--- config.mk ---
export PLATFORM = sky130hd
export DESIGN_NAME = evt_counter_top
export DESIGN_NICKNAME = d
export VERILOG_FILES = /design/src/rtl/evt_ctr_pkg.sv /design/src/rtl/evt_sync_edge.sv /design/src/rtl/evt_pwr_gate.sv /design/src/rtl/evt_ctr_half.sv /design/src/rtl/evt_counter_top.sv
export SDC_FILE = /design/constraint.sdc
export NUM_CORES = 1
export LEC_CHECK = 0
export ABC_CLOCK_PERIOD_IN_PS = 2220
export CORE_MARGIN = 2
export CORE_UTILIZATION = 30
export DETAILED_ROUTE_END_ITERATION = 6
export HOLD_SLACK_MARGIN = 0.05
export PLACE_DENSITY_LB_ADDON = 0.12
export SYNTH_ARGS = -nofsm -noshare
export SYNTH_HDL_FRONTEND = slang
export SYNTH_HIERARCHICAL = 1
export SYNTH_SLANG_ARGS = --single-unit
--- constraint.sdc ---
create_clock -name clk -period 2.22 [get_ports clk]
set_clock_uncertainty 0.2 [all_clocks]
set_input_delay 0.333 -clock clk [delete_from_list [all_inputs] [get_ports clk]]
set_output_delay 0.333 -clock clk [all_outputs]
set_load 0.005 [all_outputs]
--- src/rtl/evt_ctr_pkg.sv ---
package evt_ctr_pkg;

  typedef enum logic [2:0] {
    PM_ACTIVE   = 3'd0,
    PM_SLEEP    = 3'd1,
    PM_WATCH    = 3'd2,
    PM_SUBACT   = 3'd3,
    PM_SUBSLEEP = 3'd4,
    PM_STANDBY  = 3'd5,
    PM_MSTBY    = 3'd6,
    PM_RSVD     = 3'd7
  } pmode_e;

  localparam logic [1:0] ADDR_CTRL = 2'd0;
  localparam logic [1:0] ADDR_STAT = 2'd1;
  localparam logic [1:0] ADDR_CLO  = 2'd2;
  localparam logic [1:0] ADDR_CHI  = 2'd3;

  localparam int CTRL_EN_LO = 0;
  localparam int CTRL_EN_HI = 1;
  localparam int CTRL_CHAIN = 2;
  localparam int CTRL_BITS  = 3;

  localparam int NUM_HALVES = 2;

endpackage

--- src/rtl/evt_sync_edge.sv ---
module evt_sync_edge #(
  parameter int STAGES = 2
) (
  input  logic clk,
  input  logic rst_n,
  input  logic async_in,
  output logic rise
);
  localparam int LAST = STAGES;

  logic [LAST:0] sh_q;

  always_ff @(posedge clk or negedge rst_n) begin
    if (!rst_n) sh_q <= '0;
    else        sh_q <= {sh_q[LAST-1:0], async_in};
  end

  assign rise = sh_q[LAST-1] & ~sh_q[LAST];
endmodule

--- src/rtl/evt_pwr_gate.sv ---
module evt_pwr_gate
  import evt_ctr_pkg::*;
(
  input  logic [2:0] pwr_mode,
  input  logic       src_async,
  output logic       run_ok,
  output logic       flag_ok,
  output logic       wr_ok
);
  pmode_e mode;
  assign mode = pmode_e'(pwr_mode);

  always_comb begin
    run_ok  = 1'b0;
    flag_ok = 1'b0;
    wr_ok   = 1'b1;
    unique case (mode)
      PM_ACTIVE: begin
        run_ok  = 1'b1;
        flag_ok = 1'b1;
      end
      PM_SLEEP, PM_SUBACT, PM_SUBSLEEP: begin
        run_ok  = src_async;
        flag_ok = 1'b1;
      end
      PM_WATCH, PM_STANDBY: begin
        run_ok  = src_async;
        flag_ok = 1'b0;
      end
      default: begin
        run_ok  = 1'b0;
        flag_ok = 1'b0;
        wr_ok   = 1'b0;
      end
    endcase
  end
endmodule

--- src/rtl/evt_ctr_half.sv ---
module evt_ctr_half #(
  parameter int W = 8
) (
  input  logic         clk,
  input  logic         rst_n,
  input  logic         ld,
  input  logic [W-1:0] ld_val,
  input  logic         inc,
  output logic [W-1:0] cnt,
  output logic         wrap
);
  localparam logic [W-1:0] ALL_ONES = {W{1'b1}};
  localparam logic [W-1:0] ONE      = {{(W-1){1'b0}}, 1'b1};

  always_ff @(posedge clk or negedge rst_n) begin
    if (!rst_n)   cnt <= '0;
    else if (ld)  cnt <= ld_val;
    else if (inc) cnt <= cnt + ONE;
  end

  // a load cancels the increment, so a loaded half never wraps
  assign wrap = inc & ~ld & (cnt == ALL_ONES);
endmodule

--- src/rtl/evt_counter_top.sv ---
module evt_counter_top
  import evt_ctr_pkg::*;
#(
  parameter int HALF_W      = 8,
  parameter int SYNC_STAGES = 2
) (
  input  logic              clk,
  input  logic              rst_n,
  input  logic              reg_wr,
  input  logic [1:0]        reg_addr,
  input  logic [HALF_W-1:0] reg_wdata,
  output logic [HALF_W-1:0] reg_rdata,
  input  logic              evt_lo,
  input  logic              evt_hi,
  input  logic [2:0]        pwr_mode,
  input  logic              src_async,
  output logic              ovf_lo,
  output logic              ovf_hi
);
  localparam int CTRL_PAD = HALF_W - CTRL_BITS;
  localparam int STAT_PAD = HALF_W - NUM_HALVES;

  logic run_ok, flag_ok, wr_ok;
  logic en_lo, en_hi, cascade;
  logic [NUM_HALVES-1:0] evt_in, rise, inc, ld, wrap, ovf_q;
  logic [HALF_W-1:0]     cnt [NUM_HALVES];
  logic [HALF_W-1:0]     cnt_lo, cnt_hi;
  logic                  wr_ctrl, wr_stat;

  assign evt_in = {evt_hi, evt_lo};

  evt_pwr_gate u_pwr (
    .pwr_mode (pwr_mode),
    .src_async(src_async),
    .run_ok   (run_ok),
    .flag_ok  (flag_ok),
    .wr_ok    (wr_ok)
  );

  assign wr_ctrl = reg_wr & wr_ok & (reg_addr == ADDR_CTRL);
  assign wr_stat = reg_wr & wr_ok & (reg_addr == ADDR_STAT);
  assign ld[0]   = reg_wr & wr_ok & (reg_addr == ADDR_CLO);
  assign ld[1]   = reg_wr & wr_ok & (reg_addr == ADDR_CHI);

  // low half: own event, own enable
  assign inc[0] = rise[0] & en_lo & run_ok;
  // high half: carry in chained mode, own event otherwise
  assign inc[1] = cascade ? wrap[0] : (rise[1] & en_hi & run_ok);

  for (genvar i = 0; i < NUM_HALVES; i++) begin : g_half
    evt_sync_edge #(.STAGES(SYNC_STAGES)) u_sync (
      .clk     (clk),
      .rst_n   (rst_n),
      .async_in(evt_in[i]),
      .rise    (rise[i])
    );

    evt_ctr_half #(.W(HALF_W)) u_half (
      .clk   (clk),
      .rst_n (rst_n),
      .ld    (ld[i]),
      .ld_val(reg_wdata),
      .inc   (inc[i]),
      .cnt   (cnt[i]),
      .wrap  (wrap[i])
    );

    always_ff @(posedge clk or negedge rst_n) begin
      if (!rst_n)                        ovf_q[i] <= 1'b0;
      else if (wr_stat && !reg_wdata[i]) ovf_q[i] <= 1'b0;
      else if (wrap[i] && flag_ok)       ovf_q[i] <= 1'b1;
    end
  end

  always_ff @(posedge clk or negedge rst_n) begin
    if (!rst_n) begin
      en_lo   <= 1'b0;
      en_hi   <= 1'b0;
      cascade <= 1'b0;
    end else if (wr_ctrl) begin
      en_lo   <= reg_wdata[CTRL_EN_LO];
      en_hi   <= reg_wdata[CTRL_EN_HI];
      cascade <= reg_wdata[CTRL_CHAIN];
    end
  end

  assign cnt_lo = cnt[0];
  assign cnt_hi = cnt[1];
  assign ovf_lo = ovf_q[0];
  assign ovf_hi = ovf_q[1];

  always_comb begin
    unique case (reg_addr)
      ADDR_CTRL: reg_rdata = {{CTRL_PAD{1'b0}}, cascade, en_hi, en_lo};
      ADDR_STAT: reg_rdata = {{STAT_PAD{1'b0}}, ovf_q};
      ADDR_CLO:  reg_rdata = cnt_lo;
      default:   reg_rdata = cnt_hi;
    endcase
  end
endmodule

==> summary.txt, run 1 <==
Drt
  – Total number of vias: 1,413
  – Drt initial violations: between 50 and 60
  – Drt wl/cell: 14.7 microns
  – Antenna Violating Nets Remaining: 0
  – Post-Route WL: around 4400 microns
  – Vias/cell: 4.76
  – DRC errors left: 0
  – DRT Pass-1 Iters: 4

Worst setup path
  – Worst R2R Start: g_half[0].u_sync/sh_q[2]$_DFF_PN0_
  – CP bufs+invs: 2
  – Max incr delay on CP: about 420 ps
  – Crit path cell chain: buf_2 > a21bo_4 > o31ai_4 > and3_4 > nand4_1 > nor3_2 > nand2_1 > o21ai_1 > buf_4 > nand4_4 > or4_1 > nand3_1
  – Worst path slowest cell: or4_1
  – Crit Path Class: in2reg
  – CP delay by family, top: simple AND/OR/NAND/NOR gates
  – Critical Path AT: 2250 ps
  – Max Fanout on Critical Path: 4
  – Crit path required time: around 2200 ps
  – Critical path endpoint category: flop
  – Startpoint types: input pin
  – Setup crit start: pwr_mode[1]

Layout
  – Area Growth Syn to Fin: 47.7%
  – Post-route insts no fill: 297
  – Share of cells above drive strength 1: 34.8%
  – Area of the multi-input gates: 880 sq um
  – Fillers: 512
  – Final Core Density: a little under half
  – Post-layout net count: around 250
  – Antenna cell count: 0
  – Sequential cell area: 676 sq um

Pwr
  – Total power: 1.52 mW
  – Power per cell area: between 600 and 700 nW/um^2
  – Clock network power share: 18.9%
  – P_sw: about 490 uW
  – Part of the power in registers: 44.5%
  – Sw frac: 32.1%
  – Max IR drop VDD: about 0.30 mV
  – Leak Pwr: 1.04 nW
  – Combinational power share: 36.6%
  – Internal power: between 1 and 1.5 mW

Synth
  – Flops & latches, synth: 27
  – Most used DFF post-synth: dfrtp_1
  – Synthesized area: 1570 sq um
  – Number of synthesized flops with an enable pin: 0
  – Sequential fraction of the synthesis area: between 40 and 50%
  – FFs w/ async S/R, synth: 100%
  – Post-Syn Instances: 155
  – Library cells used by synthesis: 36
  – Mapped Nets: 176
  – YS warnings: 6
  – Syn_area_per_cell: roughly 10 sq um

Timing
  – RSZ-0062 raised after global routing: yes
  – Slew headroom: 75.7%
  – Final setup fails: 2
  – Final Slew Violations: 0
  – Final worst slack: -8.44 ps
  – Tmin final: ~2200 ps
  – Worst-Margin Slew: 365 ps
  – Fin. Hold Viols: 0
  – Period utilization: 100%
  – Fmax: 449 MHz

GRT
  – Overflow after GRT: 0
  – Vias in the first global route: 1,425
  – First-pass GRT wire length: 7160 microns
  – Total track usage: 15.4%
  – Initial antenna violation count: 0
  – Largest net degree at the start of global routing: 28

Floorplan
  – Core area: ~5000 sq um
  – Io pins: 29
  – Die Y: 76.3 microns
  – Initial core utilization: 30.9%
  – Site Rows: 26
  – Die Wd: 76.3 microns
  – Die area: 5830 sq um

Placed design
  – DP Worst Slack: -697 ps
  – Inst Count DP: 278
  – Post-detail-place hpwl: 3140 microns
  – RD Place Congestion: ~0.81
  – Port Buffers: 28

Job
  – Max Cap Viol: 0

Outcome
  – Violated checks: negative setup slack
  – Status: finished with violations

Clock tree
  – Clock Tree Buf Depth: 2
  – CTS buffer count: 3
  – H-tree levels: 1
  – CTS tree: yes
  – CTS root buf: clkbuf_8
  – Clock Sink Count: 27
  – Worst-path clk slew: 100 ps
  – Worst skew pair latency: 270 ps

Hold path
  – Hold WC Path Type: reg2reg
  – Hold path startpoint: g_half[0].u_sync/sh_q[0]$_DFF_PN0_
[final cells by class]
| class | instances | share of cell area, % |
|---|---|---|
| Inverter | 5 | 0.809 |
| Clock buffer | 4 | 1.94 |
| Multi-Input combinational cell | 115 | 37.9 |
| Timing Repair Buffer | 76 | 26.4 |
| Sequential cell | 27 | 29.1 |
| Tap cell | 70 | 3.78 |
[cells by family after synthesis]
kind of cell,synth area share [%]
fa+ha+maj,1.59
xor+xnor,4.46
compound gates,10.1
flops,43.0
simple gates,24.3
buf+inv,4.70
mux,11.8
[stage by stage]
stage	TNS (ps)	hold WS [ps]	area, sq um
3_3_place_gp	-7230	139	2160
4_1_cts	-43.3	166	2270
3_5_place_dp	-7560	144	2160
6_report	-15.6	160	2320
5_1_grt	-802	170	2320
2_1_floorplan	-313	-163	1600
[registers in the layout, indices dropped and copies added (netlist names)]
register / flops
g_half.u_half/cnt: 16
g_half.u_sync/sh_q: 6
cascade: 1
en_hi: 1
en_lo: 1
ovf_hi: 1
ovf_lo: 1
[cells in the mapped netlist (2+ instances only)]
library cell / n / area (sq um)
nand4_1: 6 / 37.5
nand2_1: 22 / 82.6
xor2_1: 6 / 52.6
o211ai_1: 2 / 15.0
nor3_1: 2 / 10.0
mux2i_1: 8 / 80.1
dfrtp_1: 27 / 676
and3_1: 3 / 18.8
ha_1: 2 / 25.0
nand4_2: 2 / 25.0
a41o_2: 2 / 22.5
buf_2: 2 / 10.0
a21oi_1: 4 / 20.0
o21ai_0: 13 / 65.1
nor2b_4: 2 / 27.5
or4_1: 4 / 30.0
xnor2_1: 2 / 17.5
nand3_1: 6 / 30.0
o21ai_1: 2 / 10.0
inv_1: 5 / 18.8
mux2_4: 3 / 45.0
buf_4: 4 / 30.0
or2_2: 2 / 12.5
nor2_1: 3 / 11.3
nand2b_1: 2 / 12.5
nor2b_1: 9 / 56.3
[routing by layer]
layer	wire length [microns]	global-route usage, %	part of all wire, %	vias up
met1	2040	20.9	47	699
li1	-	-	-	694
met5	0	0	0	-
met3	88	2.49	2.0	2
met2	2210	25.1	51	18
met4	23	4.73	0.53	0
[timing repair]
action	CTS	global route
pin swaps	9	7
gates resized for setup	23	9
hold buffers	0	0
setup endpoints to repair	18	11
gates cloned	1	0
setup buffers	10	6
[power by group through the flow]
stage / logic (mW) / clock network (mW) / registers (mW)
after floorplan: 0.243 / 0 / 0.689
after global placement: 0.533 / 0 / 0.678
after detailed placement: 0.540 / 0 / 0.682
after CTS: 0.539 / 0.297 / 0.672
after global routing: 0.610 / 0.324 / 0.688
final: 0.555 / 0.287 / 0.674
[final timing paths]
path | endpoint | slack (ps) | cells after the start
max reg2reg | g_half[1].u_half/cnt[7]$_DFFE_PN0P_ | 0 | 10
min reg2reg | g_half[0].u_sync/sh_q[1]$_DFF_PN0_ | 160 | 0
max | g_half[1].u_half/cnt[7]$_DFFE_PN0P_ | -8 | 12
min in group asynchronous | g_half[1].u_half/cnt[1]$_DFFE_PN0P_ | 240 | 2
max in group asynchronous | g_half[0].u_half/cnt[2]$_DFFE_PN0P_ | 1310 | 2
min | g_half[0].u_sync/sh_q[1]$_DFF_PN0_ | 160 | 0
[cells in the final DEF, fill, tap and decap left out, types with 3 or more instances in the layout]
cell	n
nand3_1	5
dfrtp_1	27
buf_2	5
nand2_1	22
mux2i_1	8
or4_1	4
mux2_4	3
nand4_1	6
clkbuf_8	3
inv_1	5
dlygate4sd2_1	3
xor2_1	6
a21oi_1	4
clkdlybuf4s50_1	20
buf_4	46
o21ai_0	8
nor2b_1	9
o21ai_1	7
(Power assumes the default switching activity.)
==> run 2, diff against run 1 <==
--- a/config.mk
+++ b/config.mk
@@ -10,6 +10,7 @@
 export CORE_UTILIZATION = 30
 export DETAILED_ROUTE_END_ITERATION = 6
 export HOLD_SLACK_MARGIN = 0.05
+export MAX_ROUTING_LAYER = met4
 export PLACE_DENSITY_LB_ADDON = 0.12
 export SYNTH_ARGS = -nofsm -noshare
 export SYNTH_HDL_FRONTEND = slang
==> summary.txt, run 2 (synthesis gave the netlist of run 1 again) <==
Worst setup path
  – R2r setup slk: 0 ps
  – Crit Path Class: in2reg
  – Critical Path AT: 2250 ps
  – CP bufs+invs: 2
  – Reg2reg end: g_half[1].u_half/cnt[7]$_DFFE_PN0P_
  – Crit path cell chain: buf_2 > a21bo_4 > o31ai_4 > and3_4 > nand4_1 > nor3_2 > nand2_1 > o21ai_1 > buf_4 > nand4_4 > or4_1 > nand3_1
  – Number of cells on the critical path: 12
  – Critical path endpoint: g_half[1].u_half/cnt[7]$_DFFE_PN0P_
  – Crit path required time: 2240 ps
  – Max Fanout on Critical Path: 4
  – Startpoint types: input pin
  – Max incr delay on CP: 420 ps
  – Worst path slowest cell: or4_1
  – Critical path endpoint category: flop
  – CP delay by family, top: simple AND/OR/NAND/NOR gates
  – Reg2Reg Depth: 10
  – Setup crit start: pwr_mode[1]
  – Worst R2R Start: g_half[0].u_sync/sh_q[2]$_DFF_PN0_

Layout
  – Share of cells above drive strength 1: 34.8%
  – Most frequent cells in the layout: buf_4, dfrtp_1, nand2_1
  – Area of the multi-input gates: 880 sq um
  – Post-route insts no fill: just under 300
  – Largest register FFs: 16
  – Fin area: between 2000 and 2500 sq um
  – Post-layout net count: 249
  – Biggest regs: g_half.u_half/cnt x16, g_half.u_sync/sh_q x6
  – Sequential cell area: slightly below 700 sq um
  – Most common cell after layout, fill and taps aside: buf_4
  – Final Core Density: around 46%
  – Fillers: slightly above 500
  – Antenna cell count: 0
  – Area Growth Syn to Fin: 47.7%
  – Top reg by flops: g_half.u_half/cnt

Clock tree
  – Worst-path clk slew: ~100 ps
  – H-tree levels: 1
  – Clock Tree Buf Depth: 2
  – Clock Sink Count: 27
  – Worst skew pair latency: 270 ps
  – CTS buffer count: 3
  – CTS root buf: clkbuf_8
  – CTS tree: yes
  – Hold-fix buffer count after cts: 0

Timing
  – Final hold slack: 160 ps
  – Final worst slack: -8.44 ps
  – Tmin final: 2230 ps
  – Final TNS setup: -15.6 ps
  – Final setup fails: 2
  – Period utilization: 100%
  – RSZ-0062 raised after global routing: yes
  – Fmax: 449 MHz
  – Fin. Hold Viols: 0
  – Worst-Margin Slew: between 300 and 400 ps
  – Final Slew Violations: 0
  – Slew headroom: 75.7%

Pwr
  – Power per cell area: 653 nW/um^2
  – Leak Pwr: 1.04 nW
  – Max IR drop VDD: 0.295 mV

GRT
  – Initial antenna violation count: 0
  – Total track usage: 15.8%
  – Overflow after GRT: 0
  – Largest net degree at the start of global routing: 28
  – Vias in the first global route: between 1,000 and 1,500
  – First-pass GRT wire length: 7160 microns

Outcome
  – Status: finished with violations
  – Violated checks: negative setup slack

Hold path
  – Hold path startpoint: g_half[0].u_sync/sh_q[0]$_DFF_PN0_
  – Hold WC Path Type: reg2reg

Drt
  – Drt initial violations: 54
  – Total number of vias: 1,413
  – DRC errors left: 0
  – Drt wl/cell: 14.7 microns
  – Antenna Violating Nets Remaining: 0
  – Post-Route WL: roughly 4400 microns
  – Vias/cell: ~4.8
  – DRT Pass-1 Iters: 4

Placed design
  – Port Buffers: 28
  – RD Place Congestion: 0.824
  – Inst Count DP: approximately 280
  – Post-detail-place hpwl: 3140 microns
  – Post-DP Area: between 2000 and 2500 sq um

Job
  – Max Cap Viol: 0

Floorplan
  – Initial core utilization: between 30 and 40%
  – Die Y: 76.3 microns
  – Site Rows: 26
  – Die area: ~5800 sq um
  – Die Wd: ~76 microns
  – Io pins: 29
  – Core area: 5070 sq um
run 2: worst min path at each step:
stage,endpoint,slack [ps],cells after the start
floorplan,cascade$_DFFE_PN0P_,-160,0
global placement,g_half[1].u_sync/sh_q[1]$_DFF_PN0_,140,0
detailed placement,g_half[0].u_sync/sh_q[1]$_DFF_PN0_,140,0
CTS,g_half[0].u_sync/sh_q[1]$_DFF_PN0_,170,0
global route,g_half[0].u_sync/sh_q[1]$_DFF_PN0_,170,0
finish,g_half[0].u_sync/sh_q[1]$_DFF_PN0_,160,0
run 2: area by class of cell:
class                      instances  area share, %
multi-input combinational        115           37.9
inverter                           5          0.809
timing repair buffer              76           26.4
clock buffer                       4           1.94
sequential                        27           29.1
tap                               70           3.78
run 2: stage by stage:
stage                     total power [mW]  setup slack, ps
after floorplan                      0.932             -149
after global placement                1.21             -646
after detailed placement              1.22             -697
after CTS                             1.51            -26.1
after global routing                  1.62             -154
final                                 1.52            -8.44
run 2: layer usage:
metal,part of all wire (%),GRT usage [%]
met5,0,-
met4,0.53,4.73
met3,2.0,2.49
met2,51,25.1
met1,47,20.9
run 2: what timing repair did:
action / in CTS / in global routing
resized for setup: 23 / 9
pin swaps: 9 / 7
setup buffers: 10 / 6
endpoints found under the setup margin: 18 / 11
cloned: 1 / 0
run 2: report_power, final:
group	total, mW	switching, mW	internal (mW)	leakage, nW
Sequential	0.674	0.0888	0.585	0.332
Clock	0.287	0.158	0.129	0.0228
Combinational	0.555	0.240	0.315	0.683
Total	1.52	0.487	1.03	1.04
run 2: worst reg2reg max path, cell delays in order (launching register included):
cell     delay, ps
dfrtp_1        400
nor2b_4        110
and3_4         190
nand4_1        130
nor3_2         230
nand2_1         70
o21ai_1         80
buf_4          150
nand4_4        100
or4_1          420
nand3_1         90
==> run 3, diff against run 2 <==
--- a/config.mk
+++ b/config.mk
@@ -6,12 +6,13 @@
 export NUM_CORES = 1
 export LEC_CHECK = 0
 export ABC_CLOCK_PERIOD_IN_PS = 2220
+export CAP_MARGIN = 20
 export CORE_MARGIN = 2
 export CORE_UTILIZATION = 30
 export DETAILED_ROUTE_END_ITERATION = 6
 export HOLD_SLACK_MARGIN = 0.05
 export MAX_ROUTING_LAYER = met4
-export PLACE_DENSITY_LB_ADDON = 0.12
+export PLACE_DENSITY = 0.58
 export SYNTH_ARGS = -nofsm -noshare
 export SYNTH_HDL_FRONTEND = slang
 export SYNTH_HIERARCHICAL = 1
==> summary.txt, run 3 (synthesis gave the netlist of run 1 again) <==
Outcome
  – Status: finished clean

Drt
  – DRT Pass-1 Iters: 4
  – Total number of vias: 1,366
  – Drt initial violations: 70
  – DRC errors left: 0
  – Antenna Violating Nets Remaining: 0
  – Vias/cell: between 4 and 5
  – Drt wl/cell: 14.5 microns
  – Post-Route WL: approximately 4200 microns

Timing
  – Final Slew Violations: 0
  – Slew headroom: about 76%
  – Final setup fails: 0
  – Final worst slack: 34.8 ps
  – Period utilization: a little over nine tenths
  – Fin. Hold Viols: 0
  – Tmin final: 2190 ps
  – Worst-Margin Slew: 356 ps
  – RSZ-0062 raised after global routing: yes
  – Fmax: 458 MHz
  – Final hold slack: 159 ps

Clock tree
  – Hold-fix buffer count after cts: 0
  – CTS buffer count: 3
  – H-tree levels: 1
  – Clock Tree Buf Depth: 2
  – Worst-path clk slew: 100 ps
  – Worst skew pair latency: 280 ps
  – CTS root buf: clkbuf_8
  – Clock Sink Count: 27
  – CTS tree: yes

Job
  – Max Cap Viol: 0

GRT
  – Total track usage: 15.6%
  – Vias in the first global route: 1,397
  – Overflow after GRT: 0
  – Initial antenna violation count: 0
  – Largest net degree at the start of global routing: 28
  – First-pass GRT wire length: 6950 microns

Layout
  – Area Growth Syn to Fin: 46.8%
  – Antenna cell count: 0
  – Most common cell after layout, fill and taps aside: buf_4
  – Most frequent cells in the layout: buf_4, dfrtp_1, nand2_1
  – Post-layout net count: 242
  – Top reg by flops: g_half.u_half/cnt
  – Largest register FFs: 16
  – Share of cells above drive strength 1: 35.0%
  – Biggest regs: g_half.u_half/cnt x16, g_half.u_sync/sh_q x6

Floorplan
  – Site Rows: 26
  – Die Wd: about 76 microns
  – Initial core utilization: 30.9%
  – Die Y: 76.3 microns
  – Die area: 5830 sq um
  – Io pins: 29
  – Core area: 5070 sq um

Pwr
  – Sw frac: 32.6%
  – P_sw: 487 uW
  – Internal power: a little over 1 mW
  – Clock network power share: 19.7%
  – Total power: about 1.5 mW
  – Leak Pwr: 1.05 nW
  – Power per cell area: 648 nW/um^2
  – Combinational power share: 34.3%
  – Part of the power in registers: 46.0%
  – Max IR drop VDD: 0.247 mV

Worst setup path
  – Worst path slowest cell: dfrtp_1
  – CP delay by family, top: buffers and inverters
  – Max incr delay on CP: approximately 390 ps
  – Startpoint types: flop
  – Most used cell along the critical path: buf_4
  – Crit path required time: around 2200 ps
  – Critical path endpoint category: flop
  – Crit Path Class: reg2reg
  – CP bufs+invs: 7
  – Critical Path AT: 2160 ps
  – Max Fanout on Critical Path: 2
  – Crit path cell chain: nor2b_4 > and3_4 > nand4_1 > nor3_2 > buf_4 > buf_4 > buf_4 > buf_4 > buf_4 > buf_4 > buf_4 > a21oi_2 > a21oi_2

Placed design
  – DP Worst Slack: -648 ps
  – Port Buffers: 28
  – Post-detail-place hpwl: 3050 microns
  – RD Place Congestion: slightly above 0.8

Hold path
  – Hold WC Path Type: reg2reg
==> run 3: cell count changes in the layout (fill, tap and decap cells not counted), moves of 2 or more <==
cell and change:
a21oi_1 -2, dlygate4sd2_1 +2, clkdlybuf4s50_1 -4, a21oi_2 +2, buf_4 -7, dlymetal6s2s_1 +2
==> run 3: final cells by class <==
cell class	count	area, sq um
fillers	489	2770
multi-input cells	115	898
flip-flops and latches	27	676
repair buffers	69	576
well taps	70	87.6
clock buffers	3	41.3
inverters	5	18.8
clock inverters	1	7.51
==> run 3: stage by stage <==
| step | TNS, ps | utilization, % | instance area (sq um) | cells |
|---|---|---|---|---|
| after CTS | -18.5 | 45.3 | 2300 | 291 |
| after detailed placement | -7660 | 42.3 | 2150 | 277 |
| final | 0 | 45.4 | 2300 | 290 |
| after global placement | -7020 | 42.3 | 2150 | 277 |
| after global routing | -71.2 | 45.4 | 2300 | 290 |
| after floorplan | -313 | - | 1600 | 155 |
==> run 3: what timing repair did <==
| action | in CTS | in global routing |
|---|---|---|
| gates resized for setup | 35 | 7 |
| setup endpoints to repair | 17 | 9 |
| pin swaps | 9 | 7 |
| buffers inserted | 10 | 1 |
==> run 3: routing by layer <==
metal  GRT usage (%)  share of wire, %  up-vias
met5               -                 0        -
met4            5.45               1.4        0
met3            1.90               2.0        4
met2            26.1                50       18
met1            19.6                47      661
li1                -                 -      683
==> run 3: worst paths after layout <==
path,from,to,slack [ps],depth (start not counted)
min in group asynchronous,rst_n,g_half[1].u_sync/sh_q[1]$_DFF_PN0_,210,2
hold reg to reg,g_half[0].u_sync/sh_q[0]$_DFF_PN0_,g_half[0].u_sync/sh_q[1]$_DFF_PN0_,160,0
setup / recovery,g_half[0].u_sync/sh_q[1]$_DFF_PN0_,ovf_lo$_DFFE_PN0P_,30,13
setup reg to reg,g_half[0].u_sync/sh_q[1]$_DFF_PN0_,ovf_lo$_DFFE_PN0P_,30,13
max in group asynchronous,rst_n,g_half[1].u_half/cnt[6]$_DFFE_PN0P_,1330,2
hold / removal,g_half[0].u_sync/sh_q[0]$_DFF_PN0_,g_half[0].u_sync/sh_q[1]$_DFF_PN0_,160,0
==> run 3: power groups by stage <==
stage                     clock [mW]  combinational, mW  sequential (mW)
final                          0.294              0.512            0.687
after floorplan                    0              0.243            0.689
after global routing           0.318              0.572            0.701
after detailed placement           0              0.516            0.693
after global placement             0              0.510            0.690
after CTS                      0.303              0.515            0.686
